==> src/rtl/msi_wrap_pkg.sv <==
`timescale 1ns/1ps
package msi_wrap_pkg;
  localparam int ADDR_W = 2;

  typedef enum logic [ADDR_W-1:0] {
    REG_WSTAT = 2'd0,
    REG_VEC   = 2'd1,
    REG_EN    = 2'd2,
    REG_RSVD  = 2'd3
  } reg_addr_e;

  // Decide whether a bus access targets a given register.
  function automatic logic addr_hit(input logic [ADDR_W-1:0] a, input reg_addr_e r);
    return reg_addr_e'(a) == r;
  endfunction
endpackage

==> src/rtl/msi_vec_reg.sv <==
`timescale 1ns/1ps
module msi_vec_reg #(
  parameter int NUM_VEC = 32
) (
  input  logic               clk,
  input  logic               rst_n,
  input  logic [NUM_VEC-1:0] vec_set,
  input  logic               clr_en,
  input  logic [NUM_VEC-1:0] clr_mask,
  output logic [NUM_VEC-1:0] vec_q,
  output logic               vec_zero
);
  // Write-one-to-clear with set taking priority.
  function automatic logic [NUM_VEC-1:0] vec_next(
    input logic [NUM_VEC-1:0] cur,
    input logic [NUM_VEC-1:0] clr,
    input logic [NUM_VEC-1:0] set
  );
    return (cur & ~clr) | set;
  endfunction

  logic [NUM_VEC-1:0] clr_eff;

  always_comb clr_eff = clr_en ? clr_mask : '0;

  always_ff @(posedge clk) begin
    if (!rst_n) vec_q <= '0;
    else        vec_q <= vec_next(vec_q, clr_eff, vec_set);
  end

  always_comb vec_zero = (vec_q == '0);
endmodule

==> src/rtl/msi_arm_ctrl.sv <==
`timescale 1ns/1ps
module msi_arm_ctrl (
  input  logic clk,
  input  logic rst_n,
  input  logic any_set,
  input  logic zero_read,
  output logic msi_event,
  output logic armed_q
);
  // A zero read in the same cycle counts as armed for an arriving pulse.
  always_comb msi_event = any_set && (armed_q || zero_read);

  always_ff @(posedge clk) begin
    if (!rst_n)          armed_q <= 1'b1;
    else if (msi_event)  armed_q <= 1'b0;
    else if (zero_read)  armed_q <= 1'b1;
  end
endmodule

==> src/rtl/intx_edge.sv <==
`timescale 1ns/1ps
module intx_edge #(
  parameter int NUM_INTX = 4
) (
  input  logic                clk,
  input  logic                rst_n,
  input  logic [NUM_INTX-1:0] intx_in,
  output logic [NUM_INTX-1:0] intx_rise
);
  for (genvar k = 0; k < NUM_INTX; k++) begin : g_line
    logic prev_q;
    always_ff @(posedge clk) begin
      if (!rst_n) prev_q <= 1'b0;
      else        prev_q <= intx_in[k];
    end
    assign intx_rise[k] = intx_in[k] & ~prev_q;
  end
endmodule

==> src/rtl/msi_latch_wrap.sv <==
`timescale 1ns/1ps
module msi_latch_wrap #(
  parameter int NUM_VEC  = 32,
  parameter int NUM_INTX = 4,
  parameter int DATA_W   = 32
) (
  input  logic                          clk,
  input  logic                          rst_n,
  input  logic [NUM_VEC-1:0]            vec_set,
  input  logic [NUM_INTX-1:0]           intx_in,
  input  logic [msi_wrap_pkg::ADDR_W-1:0] reg_addr,
  input  logic                          reg_wr,
  input  logic                          reg_rd,
  input  logic [DATA_W-1:0]             reg_wdata,
  output logic [DATA_W-1:0]             reg_rdata,
  output logic                          irq_out
);
  import msi_wrap_pkg::*;

  localparam int MSI_BIT = NUM_INTX;
  localparam int STAT_W  = NUM_INTX + 1;

  // Status update: write-one-to-clear, new events win.
  function automatic logic [STAT_W-1:0] stat_next(
    input logic [STAT_W-1:0] cur,
    input logic [STAT_W-1:0] clr,
    input logic [STAT_W-1:0] set
  );
    return (cur & ~clr) | set;
  endfunction

  logic               wr_wstat, wr_vec, wr_en, rd_vec;
  logic [NUM_VEC-1:0] vec_q;
  logic               vec_zero;
  logic               zero_read;
  logic               msi_event;
  logic               armed_q;
  logic [NUM_INTX-1:0] intx_rise;
  logic [STAT_W-1:0]  wstat_q;
  logic [STAT_W-1:0]  en_q;
  logic [STAT_W-1:0]  wstat_clr;
  logic [STAT_W-1:0]  irq_src;

  always_comb begin
    wr_wstat = reg_wr && addr_hit(reg_addr, REG_WSTAT);
    wr_vec   = reg_wr && addr_hit(reg_addr, REG_VEC);
    wr_en    = reg_wr && addr_hit(reg_addr, REG_EN);
    rd_vec   = reg_rd && addr_hit(reg_addr, REG_VEC);
    zero_read = rd_vec && vec_zero;
  end

  msi_vec_reg #(.NUM_VEC(NUM_VEC)) vec_i (
    .clk      (clk),
    .rst_n    (rst_n),
    .vec_set  (vec_set),
    .clr_en   (wr_vec),
    .clr_mask (reg_wdata[NUM_VEC-1:0]),
    .vec_q    (vec_q),
    .vec_zero (vec_zero)
  );

  msi_arm_ctrl arm_i (
    .clk       (clk),
    .rst_n     (rst_n),
    .any_set   (|vec_set),
    .zero_read (zero_read),
    .msi_event (msi_event),
    .armed_q   (armed_q)
  );

  intx_edge #(.NUM_INTX(NUM_INTX)) intx_i (
    .clk       (clk),
    .rst_n     (rst_n),
    .intx_in   (intx_in),
    .intx_rise (intx_rise)
  );

  always_comb wstat_clr = wr_wstat ? reg_wdata[STAT_W-1:0] : '0;

  always_ff @(posedge clk) begin
    if (!rst_n) begin
      wstat_q <= '0;
      en_q    <= '1;
    end else begin
      wstat_q <= stat_next(wstat_q, wstat_clr, {msi_event, intx_rise});
      if (wr_en) en_q <= reg_wdata[STAT_W-1:0];
    end
  end

  always_comb irq_src = wstat_q & en_q;
  always_comb irq_out = |irq_src;

  always_comb begin
    reg_rdata = '0;
    case (reg_addr_e'(reg_addr))
      REG_WSTAT: reg_rdata[STAT_W-1:0]  = wstat_q;
      REG_VEC:   reg_rdata[NUM_VEC-1:0] = vec_q;
      REG_EN:    reg_rdata[STAT_W-1:0]  = en_q;
      default:   reg_rdata = '0;
    endcase
  end
endmodule

==> config.mk <==
export PLATFORM = sky130hd
export DESIGN_NAME = msi_latch_wrap
export DESIGN_NICKNAME = d
export VERILOG_FILES = /design/src/rtl/msi_wrap_pkg.sv /design/src/rtl/msi_vec_reg.sv /design/src/rtl/msi_arm_ctrl.sv /design/src/rtl/intx_edge.sv /design/src/rtl/msi_latch_wrap.sv
export SDC_FILE = /design/constraint.sdc
export NUM_CORES = 1
export LEC_CHECK = 0
export BUFFER_PORTS_ARGS = -buffer_cell sky130_fd_sc_hd__buf_2
export CORE_MARGIN = 8
export CORE_UTILIZATION = 40
export CTS_BUF_LIST = sky130_fd_sc_hd__clkbuf_4
export CTS_CLUSTER_DIAMETER = 150
export DETAILED_ROUTE_END_ITERATION = 6
export PLACE_DENSITY = 0.71
export SYNTH_ARGS = -nofsm -noshare
export SYNTH_HDL_FRONTEND = slang
export SYNTH_SLANG_ARGS = --single-unit
==> constraint.sdc <==
create_clock -name clk -period 1.62 [get_ports clk]
set_input_delay 0.162 -clock clk [delete_from_list [all_inputs] [get_ports clk]]
set_output_delay 0.162 -clock clk [all_outputs]
set_load 0.02 [all_outputs]
==> qor.txt, run 1 <==
Status = finished, final reports clean
Setup TNS Final = 0 ns
Power Density = 797.6 nW/um^2
Number of buffers added on ports = 106
Hold Buf Count CTS = 0
Finished Cell Area = 2867 sq um
Worst Skew = 0.007909 ns
Worst slew margin = 70.36%
Initial Util = 40.46%
Flops & latches, synth = 47
Ant diodes = 0
Residual DRC = 0
Post CTS Setup Buffer Count = 0
Setup crit start kind = flop
Clock latency at the later pin of the worst-skew pair = 0.35 ns
Max IR drop VDD = 0.3376 mV
DIE HEIGHT = 89.95 um
Clock transition at the registers of the reported paths = 0.13 ns
Layout Cells excl Fill = 452
Max_cap viols = 0
Avg Inst Size Synth = 8.041 sq um
CP max FO = 3
Reg power frac = 56.9%
Area of the multi-input gates = 1171 sq um
Die footprint = 8090 sq um
Top FF cell, synth = dfxtp_1
FF+latch area = 940.9 sq um
Core area = 5405 sq um
Met3 Use GR = 4.738%
Crit path capture type = output pin
Top cell type's share of synthesized area = 43.02%
Num Clock Sinks = 47
Final HPWL DP = 5.464 mm
Worst-case clock buffer depth = 2
Largest net degree at the start of global routing = 33
GP Congestion = 0.8461
Post-DR wirelength/cell = 14.88 um
WS Path Type = reg -> out
Worst Path Required = 1.46 ns
Initial antenna violation count = 0
Die X = 89.95 um
CTS H-tree lvls = 2
Top Usage Layer GRT = met2
Tcrit/Tclk final = 92.96%
Yosys warns = 0
Routed WL = 6.724 mm
TritonCTS clock tree = done
Actual slew at the worst max-slew pin = 0.4405 ns
Internal power = 0.001648 W
Met1 Use GR = 18.72%
Leakage = 1.335 nW
Crit path DAT = 1.34 ns
Sw Pwr = 0.0006383 W
Final nets = 453
Clock power frac = 23.8%
Most frequent cells after synthesis = 48 x nand2_1, 47 x dfxtp_1, 41 x nor2b_1
Post_cts resized = 0
Seq/Total Area, Yosys = 43.02%
Final-report hold violation count = 0
Root buffer cell = clkbuf_4
Area leader, netlist = dfxtp_1
Cts bufs inserted = 5
Synthesized instance count = 272
Count leader, synth = nand2_1
Final Slew Violations = 0
Synth-to-Final Area Change = 31.06%
GRT overflow = 0
Post-synth EDFFs = 0
Cell Area, Synth = 2187 sq um
Placed instance area = 2809 sq um
Comb power frac = 19.3%
Routed Antenna Nets = 0
Fmax = 664.1 MHz
Vias = 2,192
RSZ-0062 raised after global routing = false
Top cells by area, synth = dfxtp_1 43%, nor2b_1 12%, and2_1 8.9%, a21oi_1 8.5%, nand2_1 8.2%
Num ports = 107
Vias in the first global route = 2,273
Row Count = 27
Post-layout min period = 1.506 ns
Sw frac = 27.92%
First-pass GRT wire length = 10.85 mm
Hold WC Path Type = in -> reg
1st-iter DRT viols = 106
Layout cell share with drive strength beyond 1 = 32.89%
Routed vias/inst = 4.850
Placed cells = 444
Post-synth ARST share = 0%
Setup violators final = 0
Cell variety after synth = 29
Hold slack = 0.01585 ns
Overall Global Routing Usage = 16.16%
Post-Syn Nets = 346
Pre-antenna DRT Iters = 4
Met2 Use GR = 28.10%
Number of fill cells = 554
## power groups by stage
stage | registers, W | clock network [W] | logic [W]
2_1_floorplan | 0.00130 | 0 | 0.000250
3_5_place_dp | 0.00133 | 0 | 0.000443
5_1_grt | 0.00131 | 0.000611 | 0.000489
4_1_cts | 0.00130 | 0.000562 | 0.000445
3_3_place_gp | 0.00132 | 0 | 0.000439
6_report | 0.00130 | 0.000544 | 0.000442
## critical path, stage by stage (launching register included)
cell and delay, ns:
dfxtp_1 0.37, a222oi_1 0.36, nand2_1 0.09, buf_2 0.17
## layer usage
layer | vias to the layer above | wire, um
li1 | 1133 | -
met1 | 979 | 2912
met2 | 73 | 3292
met3 | 7 | 447
met4 | 0 | 71
met5 | - | 0
## through the flow
step | setup slack, ns | util [%] | total power (W)
floorplan | 0.3409 | - | 0.001553
global placement | 0.2058 | 51.97 | 0.001760
detailed placement | 0.1902 | 51.97 | 0.001769
CTS | 0.1063 | 53.03 | 0.002307
global route | 0.04470 | 53.03 | 0.002412
finish | 0.1141 | 53.03 | 0.002286
## cell usage in the layout (no fill, tap or decap), types with 3 or more instances in the layout
master	netlist	final
a21oi_1	37	37
and2_1	31	31
buf_2	3	106
buf_4	0	7
clkbuf_4	0	7
dfxtp_1	47	47
mux2i_1	5	5
nand2_1	48	48
nand3_1	11	11
nand4_1	3	3
nor2b_1	41	41
nor4_1	13	13
o21ai_0	5	5
## registers in the layout (all words and copies together), names as in the netlist
signal and flops:
arm_i.armed_q 1, wstat_q 5, en_q 5, vec_i.vec_q 32, intx_i.g_line.prev_q 4
## cell families after synthesis
logic type | after synthesis | synth area share [%]
AO/OA/AOI/OAI | 48 | 11.73
flip-flops | 47 | 43.02
buffers and inverters | 15 | 3.432
AND/OR/NAND/NOR | 157 | 39.53
multiplexers | 5 | 2.288
## layout make-up
cell class / instances / area share [%]
clock inverter: 1 / 0.1746
inverter: 1 / 0.1309
multi-input combinational: 210 / 40.86
sequential: 47 / 32.82
tap: 72 / 3.143
timing repair buffer: 114 / 21.04
clock buffer: 7 / 1.833
## final timing paths
kind / start / to / slack, ns / cells after the start
worst min register to register: arm_i.armed_q / arm_i.armed_q / 0.47 / 2
worst max-delay path: wstat_q[0] / irq_out / 0.11 / 3
worst min-delay path: intx_in[0] / intx_i.g_line[0].prev_q / 0.02 / 2
worst max register to register: vec_i.vec_q[25] / arm_i.armed_q / 0.20 / 4
(Power assumes the default switching activity.)
==> run 2: changes to the inputs <==
Settings changed: ABC_AREA set to 1.
==> run 2 against run 1 <==
  * Non-clock buffer count increased by 4
  * Wire length increased by 5.4%
  * Sequential power about the same
  * First-iteration DRC count increased by 31%
  * Sequential share of layout area decreased by 1.4 points
  * Final cell count increased by 18%
  * Register-to-register slack improved by 0.27 ns
  * Synthesized cell count increased by 28%
  * Largest cell class unchanged
==> qor.txt, run 2 <==
Status = finished, final reports clean
Count leader, synth = nand2_1
Post-layout min period = 1.479 ns (-0.02681 ns)
Die footprint = 8246 sq um (+1.9%)
Top FF cell, synth = dfxtp_1
Residual DRC = 0 (unchanged)
Synth Area in XOR/XNOR = 0% (unchanged)
Post-synthesis mux area share = 0% (-2.3 points)
Pre-CTS setup slack = 0.2547 ns (+0.06448 ns)
Cell Area, Synth = 2238 sq um (+2.3%)
Max_cap viols = 0 (unchanged)
Worst setup margin = 0.1409 ns (+0.02681 ns)
Yosys warns = 0 (unchanged)
Actual slew at the worst max-slew pin = 0.4970 ns (+0.05649 ns)
Core area = 5473 sq um (+1.3%)
Post_cts resized = 0 (unchanged)
Layout Cells excl Fill = 535 (+18%)
Hold WC Path Type = in -> reg
Commonest non-fill, non-tap cell in the layout = buf_2
Routed vias/inst = 4.680 (-3.5%)
Initial antenna violation count = 0 (unchanged)
1st-iter DRT viols = 139 (+31%)
Clock transition at the registers of the reported paths = 0.14 ns (about the same)
Hold Buf Count CTS = 7 (+7)
Seq/Total Area, Yosys = 42.03% (-0.99 points)
Num ports = 107 (unchanged)
Num Clock Sinks = 47 (unchanged)
Crit path capture type = output pin
Avg Inst Size Synth = 6.414 sq um (-20%)
Pre-antenna DRT Iters = 4 (unchanged)
CTS H-tree lvls = 2 (unchanged)
Synth Area in Compound Gates = 13.64% (+1.9 points)
Initial Util = 40.90% (+0.44 points)
Cell variety after synth = 17 (-41%)
Worst Skew = 0.01081 ns (+0.002900 ns)
Cts bufs inserted = 5 (unchanged)
Max reg flops = 32 (unchanged)
Final HPWL DP = 5.504 mm (+0.73%)
Number of buffers added on ports = 106 (unchanged)
Top cell type's share of synthesized area = 42.03% (-0.99 points)
Final-report hold violation count = 0 (unchanged)
Synthesized instance count = 349 (+28%)
Post-Syn Nets = 423 (+22%)
RSZ-0062 raised after global routing = false
Worst Path Required = 1.46 ns (about the same)
Routed Antenna Nets = 0 (unchanged)
Worst-case clock buffer depth = 2 (unchanged)
Biggest regs = vec_i.vec_q: 32 flops, en_q: 5 flops, wstat_q: 5 flops
First-pass GRT wire length = 11.99 mm (+10%)
Worst slew margin = 66.82% (-3.5 points)
Clock latency at the later pin of the worst-skew pair = 0.36 ns (about the same)
DIE HEIGHT = 90.81 um (+0.96%)
Final nets = 536 (+18%)
Top cells by area, synth = dfxtp_1 42%, nand2_1 12%, nor2_1 10%, inv_1 9.6%, nand3_1 7.6%
Final Slew Violations = 0 (unchanged)
GRT overflow = 0 (unchanged)
Post CTS Setup Buffer Count = 0 (unchanged)
Flops & latches, synth = 47 (unchanged)
Setup crit start kind = flop
Adder-Cell Fraction of Synth Area = 0% (unchanged)
Final Util = 54.69% (+1.7 points)
TritonCTS clock tree = done
Synth-to-Final Area Change = 33.71%
Largest family of logic cells by synthesized area = simple AND/OR/NAND/NOR gates
GP Congestion = 0.8782 (+3.8%)
Overall Global Routing Usage = 17.18% (+1.0 points)
Max IR drop VDD = 0.4348 mV (+29%)
Ant diodes = 0 (unchanged)
Leakage = 1.609 nW (+21%)
Routed WL = 7.088 mm (+5.4%)
Fmax = 676.1 MHz (+1.8%)
Largest net degree at the start of global routing = 29 (-12%)
Layout cell share with drive strength beyond 1 = 26.57% (-6.3 points)
Most frequent cells after synthesis = 71 x nand2_1, 61 x nor2_1, 57 x inv_1
WS Path Type = reg -> out
Post-synth ARST share = 0% (unchanged)
Simple-gate portion of the synthesized area = 32.03% (-7.5 points)
Root buffer cell = clkbuf_4
Tcrit/Tclk final = 91.30% (-1.7 points)
Total Power = 0.002473 W (+8.2%)
Crit path DAT = 1.32 ns (-0.02 ns)
Post-synth EDFFs = 0 (unchanged)
Most frequent cells in the layout = 106 x buf_2, 71 x nand2_1, 61 x nor2_1, 57 x inv_1, 47 x dfxtp_1
CP max FO = 3 (unchanged)
Setup violators final = 0 (unchanged)
Post-DR wirelength/cell = 13.25 um (-11%)
Placed cells = 520 (+17%)
Largest Register = vec_i.vec_q
Vias in the first global route = 2,694 (+19%)
Vias = 2,504 (+14%)
Row Count = 27 (unchanged)
Area leader, netlist = dfxtp_1
Setup TNS Final = 0 ns (unchanged)
Power Density = 826.4 nW/um^2 (+3.6%)
Die X = 90.81 um (+0.96%)
## run 2: report_power, final
part	leakage [nW]	internal (W)	switching (W)
registers	0.393	0.00124	0.0000566
logic	1.17	0.000202	0.000284
clock network	0.0426	0.000318	0.000374
## run 2: cell type report
cell class	instances	area, sq um
clock inverter	3	38.79
clock buffer	5	37.54
sequential	47	940.9
multi-input combinational	230	1022
fill	607	2480
timing repair buffer	118	638.1
inverter	60	225.2
tap	72	90.09
## run 2: worst max-delay path, stage by stage (launching register included)
cell      delay, ns
dfxtp_1        0.35
nand2_1        0.07
nand2_1        0.06
a221oi_1       0.22
nand2_1        0.09
buf_2          0.17
## run 2: cells by family (layout without fill, tap and decap cells)
family	after synthesis	in the layout
flops	47	47
simple gates	175	175
buf+inv	72	186
compound gates	55	55
## run 2: worst paths after layout
check / to / start / slack (ns) / cells after the start
worst max-delay path: irq_out / en_q[1] / 0.14 / 5
worst max register to register: wstat_q[4] / vec_i.vec_q[22] / 0.47 / 7
worst min-delay path: vec_i.vec_q[26] / vec_set[26] / 0.02 / 3
worst min register to register: wstat_q[0] / intx_i.g_line[0].prev_q / 0.44 / 1
## run 2: through the flow
| stage | hold WS, ns | cell area [sq um] |
|---|---|---|
| 4_1_cts | 0.001777 | 2993 |
| 5_1_grt | 0.001655 | 2993 |
| 2_1_floorplan | 0.2734 | 2238 |
| 3_5_place_dp | 0.3646 | 2846 |
| 6_report | 0.02074 | 2993 |
| 3_3_place_gp | 0.3666 | 2846 |
## run 2: layer usage
metal  vias to the layer above  track usage [%]  wire, um
met4                         0            6.821       121
met2                        67            29.66      3437
li1                       1318                -         -
met5                         -                0         0
met3                         9            4.655       408
met1                      1110            19.55      3119
==> run 3: changes to the inputs <==
Settings changed: RECOVER_POWER set to 25.
==> run 3 against run 2 <==
  * Core utilization down 0.16 points
  * Total power barely moved
  * Register-to-register slack barely moved
  * Clock-buffer cell count unchanged
  * Flip-flop and latch count did not move
  * Hold slack lost 0.0012 ns
  * Non-clock buffer count unchanged
  * Fmax up 0.34%
  * Sequential share of layout area is 0.092 points higher
  * Combinational power about the same
  * Clock power hardly changed
  * Critical path type unchanged
  * Largest cell class unchanged
  * Highest routed layer unchanged
==> qor.txt, run 3 (same netlist as run 2, synthesis figures left out) <==
TritonCTS clock tree = done
Final HPWL DP = 5.504 mm (unchanged)
Sw frac = 28.95% (+0.048 points)
Core area = 5473 sq um (unchanged)
Overall Global Routing Usage = 17.18% (unchanged)
Final Slew Violations = 0 (unchanged)
Hold WC Path Type = in -> reg
Routed WL = 7.098 mm (+0.14%)
Max IR drop VDD = 0.4353 mV (+0.12%)
Initial antenna violation count = 0 (unchanged)
Comb power frac = 19.6% (about the same)
Crit path capture type = output pin
Vias in the first global route = 2,694 (unchanged)
Worst-case clock buffer depth = 2 (unchanged)
Post-layout min period = 1.474 ns (-0.004965 ns)
Worst slew margin = 52.02% (-15 points)
Placed cells = 520 (unchanged)
Slowest CP cell = dfxtp_1
Number of fill cells = 610 (+0.49%)
Routed Antenna Nets = 0 (unchanged)
Final nets = 536 (unchanged)
Row Count = 27 (unchanged)
Root buffer cell = clkbuf_4
Num Clock Sinks = 47 (unchanged)
Final-report hold violation count = 0 (unchanged)
Reg power frac = 52.4% (about the same)
CP Depth = 5 (unchanged)
Post CTS Setup Buffer Count = 0 (unchanged)
Finished Cell Area = 2984 sq um (-0.29%)
Fmax = 678.4 MHz (+0.34%)
Internal power = 0.001756 W (-0.14%)
Tcrit/Tclk final = 90.99% (-0.31 points)
Clock power frac = 28.0% (about the same)
CP cell instances = nand2_1, nand2_1, a221oi_1, nand2_1, buf_2
Layout cell share with drive strength beyond 1 = 25.92% (-0.65 points)
R2R depth = 7 (unchanged)
Residual DRC = 0 (unchanged)
Setup TNS Final = 0 ns (unchanged)
Status = finished, final reports clean
Largest net degree at the start of global routing = 29 (unchanged)
Area of the multi-input gates = 1022 sq um (unchanged)
Post_cts resized = 0 (unchanged)
Power Density = 828.2 nW/um^2 (+0.22%)
WS Path Type = reg -> out
CP top delay family = flip-flops
CP max FO = 3 (unchanged)
Number of buffers added on ports = 106 (unchanged)
Placed instance area = 2846 sq um (unchanged)
Commonest non-fill, non-tap cell in the layout = buf_2
Crit path from = wstat_q[1]
Hold Buf Count CTS = 7 (unchanged)
Max reg flops = 32 (unchanged)
DIE HEIGHT = 90.81 um (unchanged)
Worst setup margin = 0.1459 ns (+0.004965 ns)
Clock transition at the registers of the reported paths = 0.14 ns (about the same)
Sw Pwr = 0.0007154 W (about the same)
FF+latch area = 940.9 sq um (unchanged)
GP Congestion = 0.8782 (unchanged)
Routed vias/inst = 4.677 (about the same)
Largest Register = vec_i.vec_q
Setup violators final = 0 (unchanged)
Buf/Inv on CP = 1 (unchanged)
First-pass GRT wire length = 11.99 mm (unchanged)
Leakage = 1.598 nW (-0.66%)
Post-DR wirelength/cell = 13.27 um (+0.14%)
Initial Util = 40.90% (unchanged)
Reg2reg end = wstat_q[4]
GRT overflow = 0 (unchanged)
Biggest regs = vec_i.vec_q: 32 flops, en_q: 5 flops, wstat_q: 5 flops
CP endpoint = irq_out
Worst Path Required = 1.46 ns (about the same)
Actual slew at the worst max-slew pin = 0.7197 ns (+0.2227 ns)
Cts bufs inserted = 5 (unchanged)
R2R Path Start = vec_i.vec_q[22]
Synth-to-Final Area Change = 33.31%
Die footprint = 8246 sq um (unchanged)
Worst Skew = 0.009573 ns (-0.001235 ns)
1st-iter DRT viols = 116 (-17%)
Max_cap viols = 0 (unchanged)
Layout Cells excl Fill = 535 (unchanged)
Die X = 90.81 um (unchanged)
Setup crit start kind = flop
Clock latency at the later pin of the worst-skew pair = 0.36 ns (about the same)
Num ports = 107 (unchanged)
Most frequent cells in the layout = 105 x buf_2, 71 x nand2_1, 61 x nor2_1, 57 x inv_1, 47 x dfxtp_1
Pre-antenna DRT Iters = 4 (unchanged)
CP dominant cell by count = nand2_1
CP peak stage delay = 0.35 ns (about the same)
Pre-CTS setup slack = 0.2547 ns (unchanged)
R2r setup slk = 0.46 ns (about the same)
CTS H-tree lvls = 2 (unchanged)
Crit path DAT = 1.31 ns (about the same)
RSZ-0062 raised after global routing = false
Vias = 2,502 (-0.080%)
Ant diodes = 0 (unchanged)
[run 3: how the worst min path moves through the flow]
stage / cells past startpoint / start / slack, ns / to
3_5_place_dp: 3 / intx_in[1] / 0.36 / intx_i.g_line[1].prev_q
4_1_cts: 3 / vec_set[18] / 0.002 / vec_i.vec_q[18]
3_3_place_gp: 3 / intx_in[1] / 0.37 / intx_i.g_line[1].prev_q
2_1_floorplan: 2 / intx_in[0] / 0.27 / intx_i.g_line[0].prev_q
5_1_grt: 3 / vec_set[19] / 0.002 / vec_i.vec_q[19]
6_report: 3 / vec_set[26] / 0.02 / vec_i.vec_q[26]
[run 3: power groups by stage]
stage | registers [W] | clock network, W | logic, W
after CTS | 0.00130 | 0.000712 | 0.000490
after global routing | 0.00131 | 0.000750 | 0.000545
after global placement | 0.00132 | 0 | 0.000468
after detailed placement | 0.00132 | 0 | 0.000474
after floorplan | 0.00130 | 0 | 0.000283
final | 0.00130 | 0.000692 | 0.000484
[run 3: layout make-up]
| type | instances | share of cell area, % |
|---|---|---|
| sequential | 47 | 31.53 |
| inverter | 60 | 7.547 |
| timing repair buffer | 118 | 21.09 |
| multi-input combinational | 230 | 34.26 |
| clock inverter | 3 | 1.300 |
| clock buffer | 5 | 1.258 |
| tap | 72 | 3.019 |
[run 3: tightest hold or removal path: cells and delay by family]
| family | cells | cell delay [ns] |
|---|---|---|
| buffers and inverters | 1 | 0.09 |
| AND/OR/NAND/NOR | 1 | 0.07 |
| AO/OA/AOI/OAI | 1 | 0.04 |
[run 3: metal layers]
layer / share of wire (%) / GRT usage [%] / up-vias
met5: 0 / 0 / -
met4: 1.7 / 6.821 / 0
met3: 6.1 / 4.655 / 9
met2: 48 / 29.66 / 71
met1: 44 / 19.55 / 1106
li1: - / - / 1316
[run 3: metrics by stage]
stage | hold WS, ns | power, W | utilization [%]
after floorplan | 0.2734 | 0.001587 | -
after global routing | 0.001655 | 0.002603 | 54.53
after detailed placement | 0.3646 | 0.001794 | 52.01
final | 0.01953 | 0.002471 | 54.53
after global placement | 0.3666 | 0.001786 | 52.01
after CTS | 0.001777 | 0.002497 | 54.69
